==> config.mk <==
export PLATFORM = sky130hd
export DESIGN_NAME = ddr_burst_pipe
export DESIGN_NICKNAME = d
export VERILOG_FILES = /design/src/rtl/ddr_burst_pkg.sv /design/src/rtl/ddr_burst_lat.sv /design/src/rtl/ddr_burst_ser.sv /design/src/rtl/ddr_burst_pipe.sv
export SDC_FILE = /design/constraint.sdc
export NUM_CORES = 1
export LEC_CHECK = 0
export ABC_AREA = 1
export CAP_MARGIN = 20
export CORE_ASPECT_RATIO = 1.25
export CORE_MARGIN = 4
export CORE_UTILIZATION = 48
export DETAILED_ROUTE_END_ITERATION = 7
export PLACE_DENSITY = 0.76
export SLEW_MARGIN = 20
export SYNTH_ARGS = -nofsm -noshare
export SYNTH_HDL_FRONTEND = slang
export SYNTH_HIERARCHICAL = 1
export SYNTH_SLANG_ARGS = --single-unit
==> constraint.sdc <==
create_clock -name clk -period 3.7 [get_ports clk]
set_input_delay 0.37 -clock clk [delete_from_list [all_inputs] [get_ports clk]]
set_output_delay 0.37 -clock clk [all_outputs]
set_load 0.01 [all_outputs]
==> src/rtl/ddr_burst_pkg.sv <==
package ddr_burst_pkg;

    typedef enum logic {
        BURST_RD = 1'b0,
        BURST_WR = 1'b1
    } burst_kind_t;

endpackage

==> src/rtl/ddr_burst_lat.sv <==
module ddr_burst_lat #(
    parameter int LAT_W  = 3,
    parameter int CL_MIN = 3,
    parameter int CL_MAX = 6,
    parameter int AL_MAX = 5,
    parameter int WAIT_W = 5
) (
    input  logic              clk,
    input  logic              rst_n,
    input  logic              idle,
    input  logic [LAT_W-1:0]  cas_lat,
    input  logic [LAT_W-1:0]  add_lat,
    output logic [WAIT_W-1:0] rd_lat,
    output logic [WAIT_W-1:0] wr_lat
);

    typedef struct packed {
        logic [LAT_W-1:0] cl;
        logic [LAT_W-1:0] al;
    } hold_t;

    hold_t hold_d, hold_q;
    logic [LAT_W-1:0] cl_c, al_c;

    always_comb begin
        if (cas_lat < LAT_W'(CL_MIN))
            cl_c = LAT_W'(CL_MIN);
        else if (cas_lat > LAT_W'(CL_MAX))
            cl_c = LAT_W'(CL_MAX);
        else
            cl_c = cas_lat;

        al_c = (add_lat > LAT_W'(AL_MAX)) ? LAT_W'(AL_MAX) : add_lat;

        hold_d = hold_q;
        if (idle) begin
            hold_d.cl = cl_c;
            hold_d.al = al_c;
        end

        rd_lat = WAIT_W'(hold_d.cl) + WAIT_W'(hold_d.al);
        wr_lat = rd_lat - WAIT_W'(1);
    end

    always_ff @(posedge clk) begin
        if (!rst_n) begin
            hold_q.cl <= LAT_W'(CL_MIN);
            hold_q.al <= '0;
        end else begin
            hold_q <= hold_d;
        end
    end

endmodule

==> src/rtl/ddr_burst_ser.sv <==
module ddr_burst_ser #(
    parameter int BEAT_W = 8
) (
    input  logic [8*BEAT_W-1:0] data,
    input  logic [1:0]          ph,
    output logic [BEAT_W-1:0]   rise,
    output logic [BEAT_W-1:0]   fall
);

    localparam int PAIRS = 4;

    logic [BEAT_W-1:0] pair_rise [PAIRS];
    logic [BEAT_W-1:0] pair_fall [PAIRS];

    for (genvar p = 0; p < PAIRS; p++) begin : g_pair
        assign pair_rise[p] = data[(2*p)*BEAT_W   +: BEAT_W];
        assign pair_fall[p] = data[(2*p+1)*BEAT_W +: BEAT_W];
    end

    assign rise = pair_rise[ph];
    assign fall = pair_fall[ph];

endmodule

==> src/rtl/ddr_burst_pipe.sv <==
module ddr_burst_pipe
    import ddr_burst_pkg::*;
#(
    parameter int BEAT_W = 8,
    parameter int LAT_W  = 3,
    parameter int CL_MIN = 3,
    parameter int CL_MAX = 6,
    parameter int AL_MAX = 5
) (
    input  logic                clk,
    input  logic                rst_n,
    input  logic                cmd_vld,
    input  logic                cmd_wr,
    input  logic                cmd_bl8,
    input  logic [8*BEAT_W-1:0] cmd_data,
    input  logic [LAT_W-1:0]    cas_lat,
    input  logic [LAT_W-1:0]    add_lat,
    output logic                cmd_rdy,
    output logic                rd_vld,
    output logic [BEAT_W-1:0]   rd_rise,
    output logic [BEAT_W-1:0]   rd_fall,
    output logic                wr_req,
    output logic                strb_ctr
);

    localparam int DATA_W = 8 * BEAT_W;
    localparam int WAIT_W = $clog2(CL_MAX + AL_MAX + 8);
    localparam int SLOTS  = 2;

    typedef struct packed {
        burst_kind_t       kind;
        logic              bl8;
        logic [DATA_W-1:0] data;
        logic [WAIT_W-1:0] wait_c;
    } slot_t;

    typedef struct packed {
        logic [1:0]           cnt;
        slot_t [SLOTS-1:0]    slot;
        logic [1:0]           ph;
        logic                 rd_vld;
        logic [BEAT_W-1:0]    rd_rise;
        logic [BEAT_W-1:0]    rd_fall;
        logic                 wr_req;
        logic                 strb_ctr;
    } state_t;

    state_t st_d, st_q;

    logic              idle, take, pop;
    logic [WAIT_W-1:0] rd_lat, wr_lat, sel_lat;
    logic [WAIT_W:0]   free_off, start_off;
    logic [1:0]        last_ph;
    logic [BEAT_W-1:0] ser_rise, ser_fall;
    slot_t             new_slot;

    assign idle    = (st_q.cnt == 2'd0);
    assign cmd_rdy = (st_q.cnt != 2'd2);
    assign take    = cmd_vld && cmd_rdy;

    ddr_burst_lat #(
        .LAT_W (LAT_W),
        .CL_MIN(CL_MIN),
        .CL_MAX(CL_MAX),
        .AL_MAX(AL_MAX),
        .WAIT_W(WAIT_W)
    ) u_lat (
        .clk    (clk),
        .rst_n  (rst_n),
        .idle   (idle),
        .cas_lat(cas_lat),
        .add_lat(add_lat),
        .rd_lat (rd_lat),
        .wr_lat (wr_lat)
    );

    ddr_burst_ser #(
        .BEAT_W(BEAT_W)
    ) u_ser (
        .data(st_q.slot[0].data),
        .ph  (st_q.ph),
        .rise(ser_rise),
        .fall(ser_fall)
    );

    // Scheduling of an incoming command relative to the head burst
    always_comb begin
        sel_lat = cmd_wr ? wr_lat : rd_lat;
        if (idle)
            free_off = '0;
        else
            free_off = {1'b0, st_q.slot[0].wait_c}
                     + (st_q.slot[0].bl8 ? (WAIT_W+1)'(4) : (WAIT_W+1)'(2))
                     - (WAIT_W+1)'(st_q.ph);
        start_off = (free_off > {1'b0, sel_lat}) ? free_off : {1'b0, sel_lat};

        new_slot.kind   = cmd_wr ? BURST_WR : BURST_RD;
        new_slot.bl8    = cmd_bl8;
        new_slot.data   = cmd_data;
        new_slot.wait_c = WAIT_W'(start_off - (WAIT_W+1)'(1));
    end

    always_comb begin
        st_d          = st_q;
        st_d.rd_vld   = 1'b0;
        st_d.rd_rise  = '0;
        st_d.rd_fall  = '0;
        st_d.wr_req   = 1'b0;
        st_d.strb_ctr = 1'b0;
        pop           = 1'b0;
        last_ph       = st_q.slot[0].bl8 ? 2'd3 : 2'd1;

        if (st_q.cnt != 2'd0) begin
            if (st_q.slot[0].wait_c == '0) begin
                if (st_q.slot[0].kind == BURST_WR) begin
                    st_d.wr_req   = 1'b1;
                    st_d.strb_ctr = 1'b1;
                end else begin
                    st_d.rd_vld  = 1'b1;
                    st_d.rd_rise = ser_rise;
                    st_d.rd_fall = ser_fall;
                end
                if (st_q.ph == last_ph) begin
                    pop     = 1'b1;
                    st_d.ph = 2'd0;
                end else begin
                    st_d.ph = st_q.ph + 2'd1;
                end
            end else begin
                st_d.slot[0].wait_c = st_q.slot[0].wait_c - WAIT_W'(1);
            end
        end

        if (st_q.cnt == 2'd2 && st_q.slot[1].wait_c != '0)
            st_d.slot[1].wait_c = st_q.slot[1].wait_c - WAIT_W'(1);

        if (pop) begin
            st_d.slot[0] = st_d.slot[1];
            st_d.cnt     = st_q.cnt - 2'd1;
        end

        if (take) begin
            if (st_d.cnt == 2'd0)
                st_d.slot[0] = new_slot;
            else
                st_d.slot[1] = new_slot;
            st_d.cnt = st_d.cnt + 2'd1;
        end
    end

    always_ff @(posedge clk) begin
        if (!rst_n) begin
            st_q <= '0;
        end else begin
            st_q <= st_d;
        end
    end

    assign rd_vld   = st_q.rd_vld;
    assign rd_rise  = st_q.rd_rise;
    assign rd_fall  = st_q.rd_fall;
    assign wr_req   = st_q.wr_req;
    assign strb_ctr = st_q.strb_ctr;

endmodule

# == Word-level counts from Yosys, hierarchy flattened ==
# Cells that the tools add are included.
# classes
addsub,10
order_cmp,5
n_eq_ne,3
muxes,31
n_bitwise,5
n_reduce_logical,11
# ops
operator,count
$mux W71,3
$mux W144,1
$bmux W8 S2,2
$mux W8,4
$mux W26,1
$mux W21,1
$mux W5,4
$sub A5 B1 Y5 const B,4
$mux W17,1
$mux W3,4
$mux W6,2
$mux W2,4
$add A5 B3 Y6,1
$gt A3 B3 Y1 const B,2
$gt A6 B5 Y1,1
$sub A6 B2 Y6,1
$logic_not A5 Y1,1
$reduce_bool A5 Y1,1
$add A2 B1 Y2 const B,2
$add A3 B3 Y4,1
$logic_not A2 Y1,2
$mux W1,4
$not A1 Y1,4
$reduce_and A2 Y1,2
11 further kinds,12
# totals
register_bits,171
inputBits,75
wordCells,82

# == Longest topological paths before layout ==
# Gate-level depths: netlist of run 1.
# depth
word_depth,12
ltp_mapped,32
depth_no_buf,31

# == By module ==
# Netlist of run 1, hierarchy kept.
# modules_own_cells
mod,n_inst,cells_each,area_per_inst_um2,seq_area_each_um2
ddr_burst_pipe,1,1087,7646.1,3283.1
ddr_burst_ser,1,188,805.8,0.0
ddr_burst_lat,1,70,465.4,120.1

# == Worst setup path before layout of run 1 ==
# OpenSTA, ideal clock, no wires.
# synth_path
path_type,reg2reg
from,reg st_q[163] in the netlist's numbering
to,reg st_q[25] in the netlist's numbering
setup_time_ps,109
arrival_ps,3691
setup_slack_ps,-100
stages_incl_launch_ff,33
path_buffers,1
path_cell_list,dfxtp_1 > inv_1 > ha_1 > buf_6 > nand2_1 > a21oi_1 > nor2_1 > ha_1 > fa_1 > inv_1 > or2_2 > nand2_1 > nor3_1 > inv_1 > nand2_1 > nand2_1 > mux2i_1 > ha_1 > nand2_1 > nand2_1 > nand2_1 > nand3_1 > nand2_1 > nand2_2 > nand2_1 > nand2_1 > ha_1 > nand3_1 > nor2_1 > nand2_1 > nand3_1 > nand2_1 > inv_1
# synth_lines
element,line,source
"start, declared",ddr_burst_pipe.sv:48,"state_t st_d, st_q;"
"start signal, assigned",ddr_burst_pipe.sv:155,st_q <= st_d;

==> summary.txt, run 1 <==
==============================================================================
Outcome                                                           finished, violations left
Failing checks                                                    setup timing
RSZ-0062 raised after global routing                                      true
Worst flop-to-flop path startpoint                                st_q[164]$_SDFF_PN0_
Total detailed-routing wirelength                                      22.4 mm
GRT Total Usage                                                          0.214
Initial core utilization                                                 0.491
Crit end category                                                     register
Worst vdd rail ir drop                                                0.676 mV
Peak fanout along the critical path                                          6
Final count of hold timing violations                                        0
Setup slack after layout                                           -0.00983 ns
Cell at the root of the clock tree                                   clkbuf_16
Clock network latency to the later pin of the worst-skew pair          0.43 ns
Maximum buffer depth of the clock tree                                       2
Maximum number of pins on one net before global-route repair                80
Number of synthesized flops with an enable pin                               0
Number of buffers created by CTS                                            17
Synthesized flop and latch total                                           170
Vias in the first global route                                           7,658
Proportion of power drawn by combinational gates                         0.460
Worst slew slack as a fraction of its limit                              0.460
Slew at the pin with the worst max-slew slack                         0.811 ns
Class of the tightest hold or removal check                          in -> reg
Setup slack of the most critical reg-to-reg path                      -0.01 ns
Vertical extent of the die                                              160 um
Cell depth of the worst min-delay path                                       3
Clock tree from TritonCTS                                                 done
Final period util                                                         1.00
Portion of the post-synthesis area used by sequential elements           0.382
Maxcap violations                                                            0
Cell area power density                                            722 nW/um^2
Cells after Synth                                                        1,345
Violation count after the first detailed-routing iteration                 550
Internal power contribution                                            4.69 mW
Cell area after technology mapping                                   8920 um^2
Share of post-route cells with drive strength above 1                   0.0915
Instance area after placement                                        9890 um^2
Post-synthesis cell type count                                              40
Mean number of vias per cell                                              5.00
Number of filler instances in the final layout                           1,677
Setup clock skew after layout                                        0.0118 ns
NumNets Final                                                            1,507
Number of max-slew violations in the final report                            0
Antenna diodes                                                               0
Post-layout power                                                      7.69 mW
Hold buffer count at CTS                                                     0
Remaining antenna violation count                                            0
Cell leakage power                                                     5.05 nW
Wire per inst                                                          13.6 um
Total of buffers placed on input and output ports                           94
Crit Path Category                                                  reg -> reg
Achievable Freq                                                      0.270 GHz
Clock Sink Count                                                           170
Antenna violations before repair                                             0
Final design area excluding fillers                                10,700 um^2
Die ar.                                                            20,800 um^2
Sort of element at the start of the critical path                     register
Core box area                                                      18,200 um^2
H-tree Lvls                                                                  4
Width of the die                                                        130 um
Endpoint required time on the critical path                            4.07 ns
HPWL after detailed placement                                          15.0 mm
First-pass detailed-route iteration total                                    5
Hold_sp                                                                  rst_n
Syn Nets                                                                 1,444
Fraction of power spent switching nets                                   0.390
Wire length of the first global-routing pass                           36.4 mm
Arrival time reported for the critical path endpoint                   4.08 ns
Proportion of power drawn by flip-flops and latches                      0.306
Ys async rst share                                                           0
Remaining global-route overflow                                              0
Net switching power                                                    3.00 mW
CTS clock-pin slew for the worst setup and hold paths                  0.06 ns
Final critical-path required period                                    3.71 ns
Hold Path Sink                                                    rd_vld$_SDFF_PN0_
Mean area per synthesized cell                                       6.63 um^2
Synth Warn #                                                                 6
Commonest register cell after synthesis                                dfxtp_1
Clock power share                                                        0.234
Layout-stage area growth over the synthesis result                       19.5%
Logic depth of the worst register-to-register path                          27
I/O pin count                                                               95
Via Count                                                                8,241
Row count                                                                   55
Worst flop-to-flop path endpoint                                  st_q[94]$_SDFF_PN0_
# setup viols final                                                          1
Last weighted congestion value of the routability-driven placer          0.856
Post-route DRC                                                               0
==============================================================================
==> how the worst max path moves through the flow <==
stage	from	end	slack [ns]	cells after the start
after global routing	st_q[164]$_SDFF_PN0_	st_q[94]$_SDFF_PN0_	-0.30	30
final	st_q[164]$_SDFF_PN0_	st_q[94]$_SDFF_PN0_	-0.01	27
after CTS	st_q[164]$_SDFF_PN0_	st_q[25]$_SDFF_PN0_	0.01	27
after global placement	add_lat[2]	st_q[25]$_SDFF_PN0_	-0.37	28
after floorplan	st_q[163]$_SDFF_PN0_	st_q[25]$_SDFF_PN0_	0.01	28
after detailed placement	add_lat[2]	st_q[25]$_SDFF_PN0_	-0.44	27
==> cells by family (layout without fill, tap and decap cells) <==
family / Yosys count / in the layout / synth area share
fa+ha+maj: 24 / 24 / 0.0362
simple gates: 458 / 458 / 0.210
mux: 4 / 4 / 0.00449
flops: 170 / 170 / 0.382
compound gates: 302 / 302 / 0.172
buf+inv: 378 / 453 / 0.187
other cells: 1 / 1 / 0.000421
xor+xnor: 8 / 8 / 0.00786
==> timing repair <==
action / CTS / global route
buffers inserted: 3 / 2
endpoints found under the setup margin: 8 / 10
pin swaps: 5 / 18
gates resized for setup: 5 / 33
==> worst max-delay path, stage by stage, from the launching register on <==
cell	delay, ns
dfxtp_2	0.32
inv_2	0.06
ha_4	0.17
nand2_4	0.07
a21oi_4	0.13
nor2_1	0.06
ha_2	0.19
fa_2	0.60
inv_2	0.07
ha_4	0.16
nand3_2	0.06
nor2_1	0.04
mux2i_1	0.18
ha_1	0.28
nand2_1	0.10
nor2_2	0.04
nand2_1	0.07
nand3_2	0.08
nand2_4	0.10
nand2_4	0.08
nand2_2	0.08
nand2_2	0.07
ha_4	0.17
inv_1	0.08
nand3_2	0.11
nand3_1	0.10
o211ai_1	0.08
inv_1	0.08
==> power by group through the flow <==
stage                     Sequential (mW)  Clock, mW  Combinational [mW]
final                                2.35       1.80                3.54
after global routing                 2.38       1.91                4.00
after CTS                            2.35       1.83                3.17
after detailed placement             2.39          0                3.08
after global placement               2.37          0                3.00
after floorplan                      2.34          0                2.28
==> cell usage in the layout, fill, tap and decap left out, types with 38 or more instances in the layout <==
| master | count |
|---|---|
| nand3_1 | 55 |
| buf_4 | 38 |
| a21oi_1 | 81 |
| o21ai_0 | 88 |
| dfxtp_1 | 168 |
| clkdlybuf4s50_1 | 93 |
| inv_1 | 271 |
| nand2_1 | 203 |
| nor2_1 | 160 |
| o21ai_1 | 122 |
==> routing by layer <==
| layer | vias up | track usage | share of wire |
|---|---|---|---|
| li1 | 4219 | - | - |
| met1 | 3755 | 0.265 | 0.42 |
| met2 | 218 | 0.371 | 0.50 |
| met3 | 49 | 0.0353 | 0.048 |
| met4 | 0 | 0.0780 | 0.031 |
| met5 | - | 0 | 0 |
==> cells in the mapped netlist (3+ instances only) <==
cell,number,share of area
inv_1,276,0.12
nand2_1,214,0.090
dfxtp_1,170,0.38
nor2_1,163,0.069
o21ai_1,122,0.068
o21ai_0,89,0.050
a21oi_1,83,0.047
nand3_1,60,0.034
clkbuf_1,32,0.013
buf_4,22,0.019
ha_1,21,0.029
buf_6,20,0.025
buf_2,12,0.0067
inv_2,10,0.0042
xor2_1,7,0.0069
buf_1,5,0.0021
mux2i_1,4,0.0045
nand2_2,4,0.0028
fa_1,3,0.0067
nand4_1,3,0.0021
or2_2,3,0.0021
==> cell type report <==
| type | instances | area, um^2 | area share |
|---|---|---|---|
| multi-input combinational | 797 | 4010 | 0.376 |
| sequential | 170 | 3410 | 0.320 |
| timing repair buffer | 135 | 1280 | 0.120 |
| inverter | 287 | 1080 | 0.102 |
| tap | 228 | 285 | 0.0268 |
| clock inverter | 10 | 141 | 0.0133 |
| clock buffer | 21 | 450 | 0.0423 |
==> state kept, by name, indices dropped and copies added, names as in the netlist <==
signal        count
st_q            146
rd_fall           8
rd_rise           8
u_lat/hold_q      6
rd_vld            1
wr_req            1
==> per-stage QoR <==
stage	util	setup TNS (ns)	hold slack [ns]	setup slack (ns)	cells
after detailed placement	0.544	-3.10	0.440	-0.435	1612
after global placement	0.544	-2.58	0.436	-0.365	1612
after floorplan	-	0	0.425	0.0103	1345
after global routing	0.587	-1.84	0.386	-0.302	1648
after CTS	0.579	0	0.356	0.0144	1646
final	0.587	-0.00983	0.372	-0.00983	1648
(Power assumes the default switching activity.)
==> run 2: changes to the inputs <==
--- a/config.mk
+++ b/config.mk
@@ -11,7 +11,9 @@
 export CORE_MARGIN = 4
 export CORE_UTILIZATION = 48
 export DETAILED_ROUTE_END_ITERATION = 7
+export GPL_TIMING_DRIVEN = 1
 export PLACE_DENSITY = 0.76
+export SKIP_CTS_REPAIR_TIMING = 1
 export SLEW_MARGIN = 20
 export SYNTH_ARGS = -nofsm -noshare
 export SYNTH_HDL_FRONTEND = slang
==> summary.txt, run 2 (same netlist as run 1, synthesis figures left out) <==
================================================================================
Via Count                                                                  8,239   -0.024%
Worst slew slack as a fraction of its limit                                0.451   -0.00839
Layout-stage area growth over the synthesis result                         19.7%
CTS clock-pin slew for the worst setup and hold paths                    0.06 ns   about the same
WP depth                                                                      31   +15%
Die ar.                                                              20,800 um^2   unchanged
Crit end category                                                       register
Cell at the root of the clock tree                                     clkbuf_16
Post-route DRC                                                                 0   unchanged
Remaining antenna violation count                                              0   unchanged
Peak fanout along the critical path                                            7   +1
Number of max-slew violations in the final report                              0   unchanged
Remaining global-route overflow                                                0   unchanged
Maximum number of pins on one net before global-route repair                  80   unchanged
Sort of element at the start of the critical path                       register
Most common library cell in the layout ignoring fill and taps              inv_1
Clock Sink Count                                                             170   unchanged
H-tree Lvls                                                                    4   unchanged
NumNets Final                                                              1,510   +0.20%
Cell area power density                                              718 nW/um^2   -0.61%
Number of buffers created by CTS                                              17   unchanged
Slew at the pin with the worst max-slew slack                           0.823 ns   +0.0126 ns
First-pass detailed-route iteration total                                      5   unchanged
Maximum single-stage delay on the critical path                          0.33 ns   -0.27 ns
Initial core utilization                                                   0.491   unchanged
Hold slack final                                                        0.366 ns   -0.00607 ns
Core box area                                                        18,200 um^2   unchanged
Mean number of vias per cell                                                4.99   -0.21%
Final count of hold timing violations                                          0   unchanged
Final critical-path required period                                      3.67 ns   -0.0444 ns
Maxcap violations                                                              0   unchanged
Number of instances in the placed design                                   1,612   unchanged
Critical Path Most Common Cell                                           nand2_1
Endpoint required time on the critical path                              4.02 ns   -0.05 ns
Cell depth of the worst min-delay path                                         3   unchanged
Number of buffer and inverter stages on the critical path                      4   unchanged
I/O pin count                                                                 95   unchanged
Share of post-route cells with drive strength above 1                     0.0928   +0.00121
# setup viols final                                                            0   -1
Top library cells by usage in the layout, fill and taps aside       inv_1 (270), nand2_1 (204), dfxtp_1 (168), nor2_1 (160), o21ai_1 (122)
Max FFs per register                                                         146   unchanged
Crit Path Category                                                    reg -> reg
Width of the die                                                          130 um   unchanged
Row count                                                                     55   unchanged
Total detailed-routing wirelength                                        22.4 mm   -0.33%
Total of buffers placed on input and output ports                             94   unchanged
Vias in the first global route                                             7,631   -0.35%
Maximum buffer depth of the clock tree                                         2   unchanged
Number of cells in the finished layout apart from fillers                  1,651   +0.18%
Slowest-stage cell, CP                                                      fa_2
Cell leakage power                                                       5.06 nW   +0.19%
Antenna violations before repair                                               0   unchanged
Clock network latency to the later pin of the worst-skew pair            0.43 ns   about the same
Cell type group with the largest total delay on the critical path   simple AND/OR/NAND/NOR gates
Clock tree from TritonCTS                                                   done
Wire per inst                                                            13.5 um   -0.52%
Antenna diodes                                                                 0   unchanged
Arrival time reported for the critical path endpoint                     3.99 ns   -0.09 ns
Final period util                                                          0.991   -0.0120
Setup clock skew after layout                                          0.0117 ns   -0.0000889 ns
Last weighted congestion value of the routability-driven placer            0.856   unchanged
Class of the tightest hold or removal check                            in -> reg
Largest reg by FF count                                                     st_q
Outcome                                                             finished, final reports clean
Achievable Freq                                                        0.273 GHz   +1.2%
Vertical extent of the die                                                160 um   unchanged
Violation count after the first detailed-routing iteration                   510   -7.3%
Logic depth of the worst register-to-register path                            31   +15%
RSZ-0062 raised after global routing                                        true
Final core utilization                                                     0.587   +0.000965
HPWL after detailed placement                                            15.0 mm   unchanged
GRT Total Usage                                                            0.213   -0.000836
Worst vdd rail ir drop                                                  0.769 mV   +14%
Wire length of the first global-routing pass                             36.3 mm   -0.36%
================================================================================
==> run 2: changes by cell type in the layout (fill, tap and decap cells not counted), sizes merged <==
cell / change
buf: +3
==> run 2: power breakdown <==
group	switching, mW	internal (mW)
Sequential	0.161	2.19
Combinational	2.07	1.43
Clock	0.725	1.08
Total	2.96	4.70
==> run 2: metrics by stage <==
| step | power [mW] | setup WS, ns | instance area, um^2 | TNS [ns] |
|---|---|---|---|---|
| 3_5_place_dp | 5.47 | -0.435 | 9890 | -3.10 |
| 5_1_grt | 8.26 | -0.246 | 10700 | -1.46 |
| 4_1_cts | 7.29 | -0.187 | 10500 | -0.810 |
| 3_3_place_gp | 5.37 | -0.365 | 9890 | -2.58 |
| 2_1_floorplan | 4.62 | 0.0103 | 8940 | 0 |
| 6_report | 7.66 | 0.0346 | 10700 | 0 |
==> run 2: cell type report <==
| cell class | count | area, um^2 |
|---|---|---|
| tap | 228 | 285 |
| clock buffer | 21 | 450 |
| inverter | 287 | 1080 |
| sequential | 170 | 3410 |
| clock inverter | 10 | 141 |
| fill | 1675 | 7490 |
| timing repair buffer | 138 | 1300 |
| multi-input combinational | 797 | 4000 |
==> run 2: path summary, 6_finish.rpt <==
| path | startpoint | to | slack (ns) |
|---|---|---|---|
| max | st_q[163]$_SDFF_PN0_ | st_q[25]$_SDFF_PN0_ | 0.03 |
| max reg2reg | st_q[163]$_SDFF_PN0_ | st_q[25]$_SDFF_PN0_ | 0.03 |
| min | rst_n | rd_vld$_SDFF_PN0_ | 0.37 |
| min reg2reg | st_q[160]$_SDFFE_PN0P_ | st_q[160]$_SDFFE_PN0P_ | 0.45 |
==> run 2: worst reg2reg max path, delay by kind of cell, from the launching register on <==
kind | cells | cell delay (ns)
AO/OA/AOI/OAI | 1 | 0.13
AND/OR/NAND/NOR | 20 | 1.52
flip-flops | 1 | 0.32
buffers and inverters | 4 | 0.23
multiplexers | 1 | 0.20
adder cells (fa/ha/maj) | 5 | 1.15
==> run 2: metal layers <==
layer	vias to the layer above	part of all wire	track usage
met2	211	0.50	0.368
met5	-	0	0
met3	38	0.049	0.0359
li1	4224	-	-
met4	0	0.027	0.0799
met1	3766	0.43	0.263
